==> src/rtl/dualIoRdPkg.sv <==
package dualIoRdPkg;

  localparam logic [7:0] DUAL_READ_OP = 8'hBB;
  localparam int ADDR_PAIRS = 12;
  localparam int OP_BITS = 8;

  typedef enum logic [2:0] {
    ST_IDLE,
    ST_OPCODE,
    ST_ADDR,
    ST_TURN,
    ST_DATA,
    ST_REFUSED
  } rdState_t;

  typedef struct packed {
    logic       capOp;
    logic       capAddr;
    logic       stepOut;
    logic [1:0] pairIdx;
    logic       lastPair;
  } rdStrobe_t;

endpackage

==> src/rtl/dualIoRdCtrl.sv <==
module dualIoRdCtrl
  import dualIoRdPkg::*;
#(
  parameter int DUMMY_CYC = 4
) (
  input  logic       clk,
  input  logic       rstN,
  input  logic       sclk,
  input  logic       csN,
  input  logic       busy,
  input  logic [1:0] sioIn,
  input  logic       opMatch,
  output logic [1:0] sioSync,
  output rdStrobe_t  stb,
  output logic       dataPhase
);

  localparam int CNT_MAX = (DUMMY_CYC > ADDR_PAIRS) ? DUMMY_CYC : ADDR_PAIRS;
  localparam int CNT_W = $clog2(CNT_MAX + 1);

  logic [1:0] sclkS;
  logic [1:0] csS;
  logic [1:0] sioS0;
  logic [1:0] sioS1;
  logic       sclkPrev;
  logic       csPrev;
  logic       rise;
  logic       fall;
  logic       csHigh;
  logic       csFallEdge;
  rdState_t   state;
  logic [CNT_W-1:0] cnt;

  // two-stage synchronizers, equal depth keeps edges and data aligned
  always_ff @(posedge clk or negedge rstN) begin
    if (!rstN) begin
      sclkS    <= '0;
      csS      <= 2'b11;
      sioS0    <= '0;
      sioS1    <= '0;
      sclkPrev <= 1'b0;
      csPrev   <= 1'b1;
    end else begin
      sclkS    <= {sclkS[0], sclk};
      csS      <= {csS[0], csN};
      sioS0    <= {sioS0[0], sioIn[0]};
      sioS1    <= {sioS1[0], sioIn[1]};
      sclkPrev <= sclkS[1];
      csPrev   <= csS[1];
    end
  end

  assign rise       = sclkS[1] & ~sclkPrev;
  assign fall       = ~sclkS[1] & sclkPrev;
  assign csHigh     = csS[1];
  assign csFallEdge = ~csS[1] & csPrev;
  assign sioSync    = {sioS1[1], sioS0[1]};

  always_ff @(posedge clk or negedge rstN) begin
    if (!rstN) begin
      state <= ST_IDLE;
      cnt   <= '0;
    end else if (csHigh) begin
      state <= ST_IDLE;
      cnt   <= '0;
    end else if (csFallEdge) begin
      state <= ST_OPCODE;
      cnt   <= '0;
    end else begin
      unique case (state)
        ST_OPCODE: if (rise) begin
          if (cnt == CNT_W'(OP_BITS - 1)) begin
            state <= (opMatch && !busy) ? ST_ADDR : ST_REFUSED;
            cnt   <= '0;
          end else begin
            cnt <= cnt + 1'b1;
          end
        end
        ST_ADDR: if (rise) begin
          if (cnt == CNT_W'(ADDR_PAIRS - 1)) begin
            state <= ST_TURN;
            cnt   <= '0;
          end else begin
            cnt <= cnt + 1'b1;
          end
        end
        ST_TURN: if (rise) begin
          if (cnt == CNT_W'(DUMMY_CYC - 1)) begin
            state <= ST_DATA;
            cnt   <= '0;
          end else begin
            cnt <= cnt + 1'b1;
          end
        end
        ST_DATA: if (fall) begin
          cnt <= (cnt[1:0] == 2'd3) ? '0 : cnt + 1'b1;
        end
        default: ;
      endcase
    end
  end

  always_comb begin
    stb.capOp    = (state == ST_OPCODE) && rise && !csHigh && !csFallEdge;
    stb.capAddr  = (state == ST_ADDR) && rise && !csHigh;
    stb.stepOut  = (state == ST_DATA) && fall && !csHigh;
    stb.pairIdx  = cnt[1:0];
    stb.lastPair = (cnt[1:0] == 2'd3);
  end

  assign dataPhase = (state == ST_DATA);

  AST_REFUSE_BUSY: assert property (@(posedge clk) disable iff (!rstN)
    (state == ST_OPCODE && rise && busy && !csHigh && !csFallEdge &&
     cnt == CNT_W'(OP_BITS - 1)) |=> (state != ST_ADDR))
    else $error("read accepted while busy");

  AST_RELEASE_ON_DESELECT: assert property (@(posedge clk) disable iff (!rstN)
    csHigh |=> !dataPhase)
    else $error("lines driven after deselect");

  AST_RESTART_OPCODE: assert property (@(posedge clk) disable iff (!rstN)
    (csFallEdge && !csHigh) |=> (state == ST_OPCODE))
    else $error("select fall did not restart opcode phase");

  AST_DATA_AFTER_TURN: assert property (@(posedge clk) disable iff (!rstN)
    ($rose(dataPhase)) |-> ($past(state) == ST_TURN))
    else $error("data phase entered without turnaround");

endmodule

==> src/rtl/dualIoRdPath.sv <==
module dualIoRdPath
  import dualIoRdPkg::*;
#(
  parameter int         DEPTH    = 256,
  parameter logic [7:0] FILL_KEY = 8'hA5
) (
  input  logic       clk,
  input  logic       rstN,
  input  rdStrobe_t  stb,
  input  logic [1:0] sioSync,
  output logic       opMatch,
  output logic [1:0] sioOut
);

  localparam int IDX_W = $clog2(DEPTH);

  logic [6:0]       opShift;
  logic [IDX_W-1:0] idx;
  logic [7:0]       memArr [DEPTH];
  logic [7:0]       curByte;
  logic [7:0]       pairSel;

  for (genvar gI = 0; gI < DEPTH; gI++) begin : g_fill
    assign memArr[gI] = 8'(gI) ^ FILL_KEY;
  end

  assign opMatch = ({opShift, sioSync[0]} == DUAL_READ_OP);
  assign curByte = memArr[idx];
  assign pairSel = curByte << {stb.pairIdx, 1'b0};

  always_ff @(posedge clk or negedge rstN) begin
    if (!rstN) begin
      opShift <= '0;
      idx     <= '0;
      sioOut  <= '0;
    end else begin
      if (stb.capOp) begin
        opShift <= {opShift[5:0], sioSync[0]};
      end
      // only the low index bits of the 24-bit address survive the shift
      if (stb.capAddr) begin
        idx <= {idx[IDX_W-3:0], sioSync[1], sioSync[0]};
      end else if (stb.stepOut && stb.lastPair) begin
        idx <= idx + 1'b1;
      end
      if (stb.stepOut) begin
        sioOut <= pairSel[7:6];
      end
    end
  end

  AST_INDEX_WRAP: assert property (@(posedge clk) disable iff (!rstN)
    (stb.stepOut && stb.lastPair && !stb.capAddr && (&idx)) |=> (idx == '0))
    else $error("index did not wrap to zero");

  AST_OUT_ON_FALL_ONLY: assert property (@(posedge clk) disable iff (!rstN)
    !stb.stepOut |=> $stable(sioOut))
    else $error("output moved without a falling edge");

  AST_INDEX_STEP: assert property (@(posedge clk) disable iff (!rstN)
    (stb.stepOut && !stb.lastPair && !stb.capAddr) |=> $stable(idx))
    else $error("index moved mid-byte");

endmodule

==> src/rtl/dualIoReadResponder.sv <==
module dualIoReadResponder
  import dualIoRdPkg::*;
#(
  parameter int         DEPTH     = 256,
  parameter int         DUMMY_CYC = 4,
  parameter logic [7:0] FILL_KEY  = 8'hA5
) (
  input  logic       clk,
  input  logic       rstN,
  input  logic       sclk,
  input  logic       csN,
  input  logic       busy,
  input  logic [1:0] sioIn,
  output logic [1:0] sioOut,
  output logic [1:0] sioOe
);

  rdStrobe_t  stb;
  logic [1:0] sioSync;
  logic       opMatch;
  logic       dataPhase;

  dualIoRdCtrl #(.DUMMY_CYC(DUMMY_CYC)) u_ctrl (
    .clk      (clk),
    .rstN     (rstN),
    .sclk     (sclk),
    .csN      (csN),
    .busy     (busy),
    .sioIn    (sioIn),
    .opMatch  (opMatch),
    .sioSync  (sioSync),
    .stb      (stb),
    .dataPhase(dataPhase)
  );

  dualIoRdPath #(.DEPTH(DEPTH), .FILL_KEY(FILL_KEY)) u_path (
    .clk     (clk),
    .rstN    (rstN),
    .stb     (stb),
    .sioSync (sioSync),
    .opMatch (opMatch),
    .sioOut  (sioOut)
  );

  assign sioOe = {2{dataPhase}};

  AST_RESET_RELEASED: assert property (@(posedge clk) disable iff (!rstN)
    $rose(rstN) |-> (sioOe == 2'b00))
    else $error("lines driven out of reset");

endmodule

==> config.mk <==
export PLATFORM = sky130hd
export DESIGN_NAME = dualIoReadResponder
export DESIGN_NICKNAME = d
export VERILOG_FILES = /design/src/rtl/dualIoRdPkg.sv /design/src/rtl/dualIoRdCtrl.sv /design/src/rtl/dualIoRdPath.sv /design/src/rtl/dualIoReadResponder.sv
export SDC_FILE = /design/constraint.sdc
export NUM_CORES = 1
export LEC_CHECK = 0
export BUFFER_PORTS_ARGS = -buffer_cell sky130_fd_sc_hd__clkbuf_2
export CAP_MARGIN = 20
export CELL_PAD_IN_SITES_DETAIL_PLACEMENT = 0
export CELL_PAD_IN_SITES_GLOBAL_PLACEMENT = 1
export CORE_MARGIN = 1
export CORE_UTILIZATION = 35
export DETAILED_ROUTE_END_ITERATION = 8
export GPL_ROUTABILITY_DRIVEN = 0
export PLACE_DENSITY = 0.71
export SETUP_SLACK_MARGIN = 0.2
export SYNTH_ARGS = -nofsm -noshare
export SYNTH_HDL_FRONTEND = slang
export SYNTH_SLANG_ARGS = --single-unit
==> constraint.sdc <==
create_clock -name clk -period 1.9 [get_ports clk]
set_input_delay 0 -clock clk [delete_from_list [all_inputs] [get_ports clk]]
set_output_delay 0 -clock clk [all_outputs]
set_load 0.03 [all_outputs]
==> reports/metrics.cfg, run 1 <==
[job]
max-cap-violations = 0

[outcome]
outcome = complete, no violations

[floorplan]
die_y_um = 74.12
die-area_um2 = 5494
core.rowCount = 25
core-area_um2 = 4848
die_w_um = 74.12
start_util_pct = 37.55
ios = 11

[timing]
worst_hold_slack_ns = 0.1190
final-setup-viol-count = 0
hold_viol = 0
rsz0062_at_grt = true
max_slew_margin_pct = 44.16
worst_pin_slew_ns = 0.8376
tns_ns = 0
max_freq_mhz = 593.6
timing.final.crit_share_pct = 88.66
finClkSkew_ns = 0.005494
finalMaxSlewViolations = 0
min_period_ns = 1.685

[placed_design]
placed_cells = 246
buffer_ports.inserted = 10
dpl.hpwl_mm = 2.680

[synth]
syn-num-nets = 173
syn_area_um2 = 1820
avgSynthCellArea_um2 = 11.17
yosys.area.top_type = dfrtp_1
seq_area_frac_synth_pct = 46.94
ys_ff_latch = 34
ys_top_cells_by_area = dfrtp_1 43%, mux2_2 5.6%, dfstp_2 4.3%
synthFlopType = dfrtp_1
synth_edf_count = 0
synthTopCellsByCount = 31 x dfrtp_1, 14 x nand2_1, 10 x inv_1, 9 x mux2_2
yosysMostFrequentCell = dfrtp_1
synth_cells = 163
ys_warn_count = 0
yosysUniqueCellTypes = 54
synth.top_cell.area_share_pct = 42.61
async_flop_share_pct = 100.0

[layout]
finalCoreUtilization_pct = 47.02
area_delta_synth_final_pct = 25.22
multi_input_area_um2 = 949.7
drive_gt1_share_pct = 35.68
diodes = 0
num-fill-cells = 459
finalNonFillerCells = 266
layout.area.seq_um2 = 859.6
nNetsFinal = 208

[power_and_ir_drop]
finalPower_mw = 1.441
power_density_nw_per_um2 = 632.3
irDropWorstVdd_mv = 0.6452
leakage_nw = 0.9438

[setup_path]
cp-end-kind = flip-flop
r2r_start = u_ctrl.state[1]$_DFFE_PN0P_
crit_chain = nor2b_1, or4_4, a2111oi_2, a211oi_1
crit_arrival_ns = 1.85
critPathKind = flip-flop to flip-flop
slowest_delay_ns = 0.55
cp.buffers_inverters = 0
required_ns = 2.06
crit_start = u_ctrl.state[1]$_DFFE_PN0P_
path_max_fanout = 4
crit_slowest_cell = or4_4
path_delay_family = simple AND/OR/NAND/NOR gates
critPathLaunchType = flip-flop

[drt]
route.met3.wl_um = 126
drt-total-wl_mm = 3.787
drt_iter0_drc = 54
wire_per_inst_um = 14.24
viasPerCell = 5.361
antenna_left = 0
met1_length_mm = 1.820
wl_met2_mm = 1.783
drc = 0
dr.max_layer_used = met4
dr.pass1.iters = 4
vias = 1426

[global_route]
antenna_found_initial = 0
grtUsageTotal_pct = 16.11
grt_pass1_wl_mm = 6.637
grt_pass1_vias = 1461
grt_max_degree = 35
overflow = 0

[min_path]
hp-start = busy
hold_class = input pin to flip-flop

[clock_tree]
clock-root-buffer = clkbuf_8
cts_sinks = 34
worstSkewPairLatency_ns = 0.28
cts_tree = built
cts_max_level = 2
path_clk_slew_ns = 0.07
cts_buffers = 5
cts_buffer_depth = 2

==> stage by stage <==
stage	cell area [µm²]	setup WS, ns
floorplan	1821	0.1599
global placement	2009	0.1469
detailed placement	2009	0.1010
CTS	2200	0.2011
global route	2280	0.1144
finish	2280	0.2154
==> cells in the final DEF, fill, tap and decap left out, types with 2 or more instances in the layout <==
cell type      count
nor3b_4            2
buf_4             19
nand2b_1           4
o2111ai_1          2
o21ai_0            2
nand4_1            4
mux2i_1            3
dfrtp_2            4
nand4b_1           3
a211o_1            2
a211oi_1           2
dlygate4sd3_1      5
dfstp_2            3
o311ai_1           2
inv_1             10
nand2_1           14
nand3_1            5
nor4b_1            2
nor2_1             5
or3_1              2
nor2b_1            2
and2_1             2
clkbuf_8           6
nor3b_1            2
or2_2              2
mux4_2             2
o211ai_1           3
mux2_2             9
dfrtp_1           27
a21oi_1            5
nor3_1             2
clkbuf_2          10
==> report_power, final <==
part           switching, mW  internal (mW)
Sequential            0.0214          0.753
Combinational         0.0531         0.0520
Clock                  0.270          0.291
Total                  0.345           1.10
==> cell type report <==
cell class / instances / area share (%)
Clock buffer: 6 / 3.622
Sequential cell: 34 / 37.71
Clock inverter: 2 / 0.5488
Tap cell: 67 / 3.677
Multi-Input combinational cell: 112 / 41.66
Timing Repair Buffer: 35 / 11.14
Inverter: 10 / 1.647
==> layer usage <==
metal  track usage (%)  up-vias
met2             26.26       29
met1             20.50      715
li1                  -      677
met4             7.265        0
met5                 0        -
met3             3.523        5
==> cell families (layout without fill, tap and decap cells) <==
group | Yosys count | after routing | synth area share (%)
multiplexers | 15 | 15 | 10.52
AND/OR/NAND/NOR | 63 | 63 | 22.96
buffers and inverters | 17 | 53 | 4.398
AO/OA/AOI/OAI | 29 | 29 | 12.17
flip-flops | 34 | 34 | 46.94
adder cells (fa/ha/maj) | 3 | 3 | 2.062
XOR/XNOR | 2 | 2 | 0.9624
==> worst reg2reg max path, cell delays in order (launching register included) <==
cell       delay [ns]
dfrtp_1          0.43
nor2b_1          0.19
or4_4            0.55
a2111oi_2        0.32
a211oi_1         0.08
==> registers in the layout (all words and copies together), names as in the netlist <==
register	cells
u_path.idx	8
u_path.opShift	7
u_ctrl.cnt	4
u_ctrl.state	3
u_ctrl.csS	2
u_ctrl.sclkS	2
u_ctrl.sioS0	2
u_ctrl.sioS1	2
u_path.sioOut	2
u_ctrl.csPrev	1
u_ctrl.sclkPrev	1
==> final timing paths <==
check	end	slack, ns	cells after the start
worst max-delay path	u_ctrl.state[0]$_DFFE_PN0P_	0.22	4
worst min-delay path	u_ctrl.state[1]$_DFFE_PN0P_	0.12	4
worst max register to register	u_ctrl.state[0]$_DFFE_PN0P_	0.22	4
worst min register to register	u_ctrl.sioS1[1]$_DFF_PN0_	0.35	0
max in group asynchronous	u_path.idx[0]$_DFFE_PN0P_	0.97	2
min in group asynchronous	u_path.sioOut[0]$_DFFE_PN0N_	0.34	2
==> timing repair <==
item                                    CTS  global route
pin swaps                                 1             4
gates resized for setup                   7            11
endpoints found under the setup margin   11            16
hold buffers                              5             0
setup buffers                             3             4
endpoints found under the hold margin    35             0
(Power assumes the default switching activity.)
==> inputs of run 2 (changes only) <==
- RECOVER_POWER: default -> 100
==> reports/metrics.cfg, run 2 (same netlist as run 1, synthesis figures left out) <==
[outcome]
outcome = complete, no violations

[floorplan]
core.rowCount = 25
core-area_um2 = 4848
die_w_um = 74.12
ios = 11
start_util_pct = 37.55
die_y_um = 74.12
die-area_um2 = 5494

[setup_path]
crit_arrival_ns = 1.88
r2r_start = u_ctrl.csS[1]$_DFF_PN1_
path_max_fanout = 10
required_ns = 2.07
critPathLaunchType = flip-flop
slowest_delay_ns = 0.66
r2r-end = u_path.idx[5]$_DFFE_PN0P_
crit_slowest_cell = dfstp_1
reg2reg_depth = 5
critPathKind = flip-flop to flip-flop
crit_chain = nor3b_4, nand3_1, buf_6, mux2_4, a221o_1
rrSetupSlack_ns = 0.19
cp-end-kind = flip-flop

[timing]
finClkSkew_ns = 0.006741
finalMaxSlewViolations = 0
hold_viol = 0
max_slew_margin_pct = 43.61
timing.final.crit_share_pct = 90.14
final-setup-viol-count = 0
max_freq_mhz = 583.9
layout_setup_ws_ns = 0.1873
worst_pin_slew_ns = 0.8458
worst_hold_slack_ns = 0.1192
tns_ns = 0
min_period_ns = 1.713
rsz0062_at_grt = true

[layout]
area_delta_synth_final_pct = 23.02
final_common_cell = dfrtp_1
largestRegisters = u_path.idx (8), u_path.opShift (7), u_ctrl.cnt (4)
diodes = 0
largest_reg_flops = 8
drive_gt1_share_pct = 31.66
mostFrequentLayoutCells = 28 x dfrtp_1, 16 x buf_4, 14 x nand2_1, 10 x inv_1, 9 x mux2_2
regMostFlops = u_path.idx
num-fill-cells = 466
nNetsFinal = 208

[global_route]
overflow = 0
grtUsageTotal_pct = 16.11
grt_max_degree = 35
grt_pass1_wl_mm = 6.637
antenna_found_initial = 0
grt_pass1_vias = 1461

[clock_tree]
path_clk_slew_ns = 0.07
worstSkewPairLatency_ns = 0.29
cts_tree = built
cts_buffer_depth = 2
cts_max_level = 2
clock-root-buffer = clkbuf_8
cts_buffers = 5
cts_sinks = 34

[power_and_ir_drop]
finalPower_mw = 1.438
power_density_nw_per_um2 = 642.0
irDropWorstVdd_mv = 0.6452
leakage_nw = 0.9230

[drt]
drt_iter0_drc = 47
dr.pass1.iters = 4
drc = 0
vias = 1408
wire_per_inst_um = 14.22
antenna_left = 0
viasPerCell = 5.293
drt-total-wl_mm = 3.782

[min_path]
worstHoldPathCells = 4
hold_end = u_ctrl.state[1]$_DFFE_PN0P_
hold_class = input pin to flip-flop
hp-start = busy

[placed_design]
pre_cts_slack_ns = 0.1010
buffer_ports.inserted = 10
dpl.hpwl_mm = 2.680

[job]
max-cap-violations = 0

## run 2: worst max path at each step
| stage | cells after the start | end | from | slack, ns |
|---|---|---|---|---|
| 3_3_place_gp | 5 | u_path.idx[6]$_DFFE_PN0P_ | u_path.idx[0]$_DFFE_PN0P_ | 0.15 |
| 4_1_cts | 5 | u_ctrl.state[1]$_DFFE_PN0P_ | u_ctrl.state[1]$_DFFE_PN0P_ | 0.20 |
| 3_5_place_dp | 4 | u_ctrl.state[0]$_DFFE_PN0P_ | u_ctrl.state[1]$_DFFE_PN0P_ | 0.10 |
| 2_1_floorplan | 5 | u_path.idx[6]$_DFFE_PN0P_ | u_ctrl.state[2]$_DFFE_PN0P_ | 0.16 |
| 5_1_grt | 5 | u_ctrl.state[1]$_DFFE_PN0P_ | u_ctrl.state[1]$_DFFE_PN0P_ | 0.07 |
| 6_report | 5 | u_path.idx[5]$_DFFE_PN0P_ | u_ctrl.csS[1]$_DFF_PN1_ | 0.19 |
## run 2: timing repair
action,4_1_cts,5_1_grt
pin swaps,1,4
buffers inserted,3,4
endpoints found under the setup margin,11,16
endpoints found under the hold margin,35,0
hold buffers,5,0
resized for setup,7,11
## run 2: layer usage
| metal | share of wire [%] | up-vias | GRT usage (%) |
|---|---|---|---|
| li1 | - | 677 | - |
| met5 | 0 | - | 0 |
| met2 | 46 | 19 | 26.26 |
| met4 | 1.5 | 0 | 7.265 |
| met3 | 2.7 | 5 | 3.523 |
| met1 | 49 | 707 | 20.50 |
## run 2: critical path: cells and delay by family, from the launching register on
kind	cells	cell delay, ns
DFF	1	0.66
muxes	1	0.30
AOI/OAI and AO/OA	1	0.28
and+or+nand+nor	2	0.21
buffers and inverters	1	0.16
## run 2: through the flow
step	util, %	area (µm²)	std cells
final	46.19	2240	266
after floorplan	-	1821	163
after global placement	41.45	2009	246
after detailed placement	41.45	2009	246
after CTS	45.37	2200	262
after global routing	46.19	2240	266
## run 2: area by class of cell
class,count,area (µm²),share of cell area [%]
repair buffers,35,240.2,10.73
multi-input cells,112,924.6,41.28
clock inverters,2,12.51,0.5587
clock buffers,6,82.58,3.687
well taps,67,83.83,3.743
flip-flops and latches,34,858.3,38.32
inverters,10,37.54,1.676
## run 2: power by group
part           switching, mW  leakage (nW)  internal [mW]  total, mW
logic                 0.0510         0.437         0.0505      0.101
registers             0.0214         0.439          0.753      0.774
clock network          0.271        0.0472          0.291      0.563
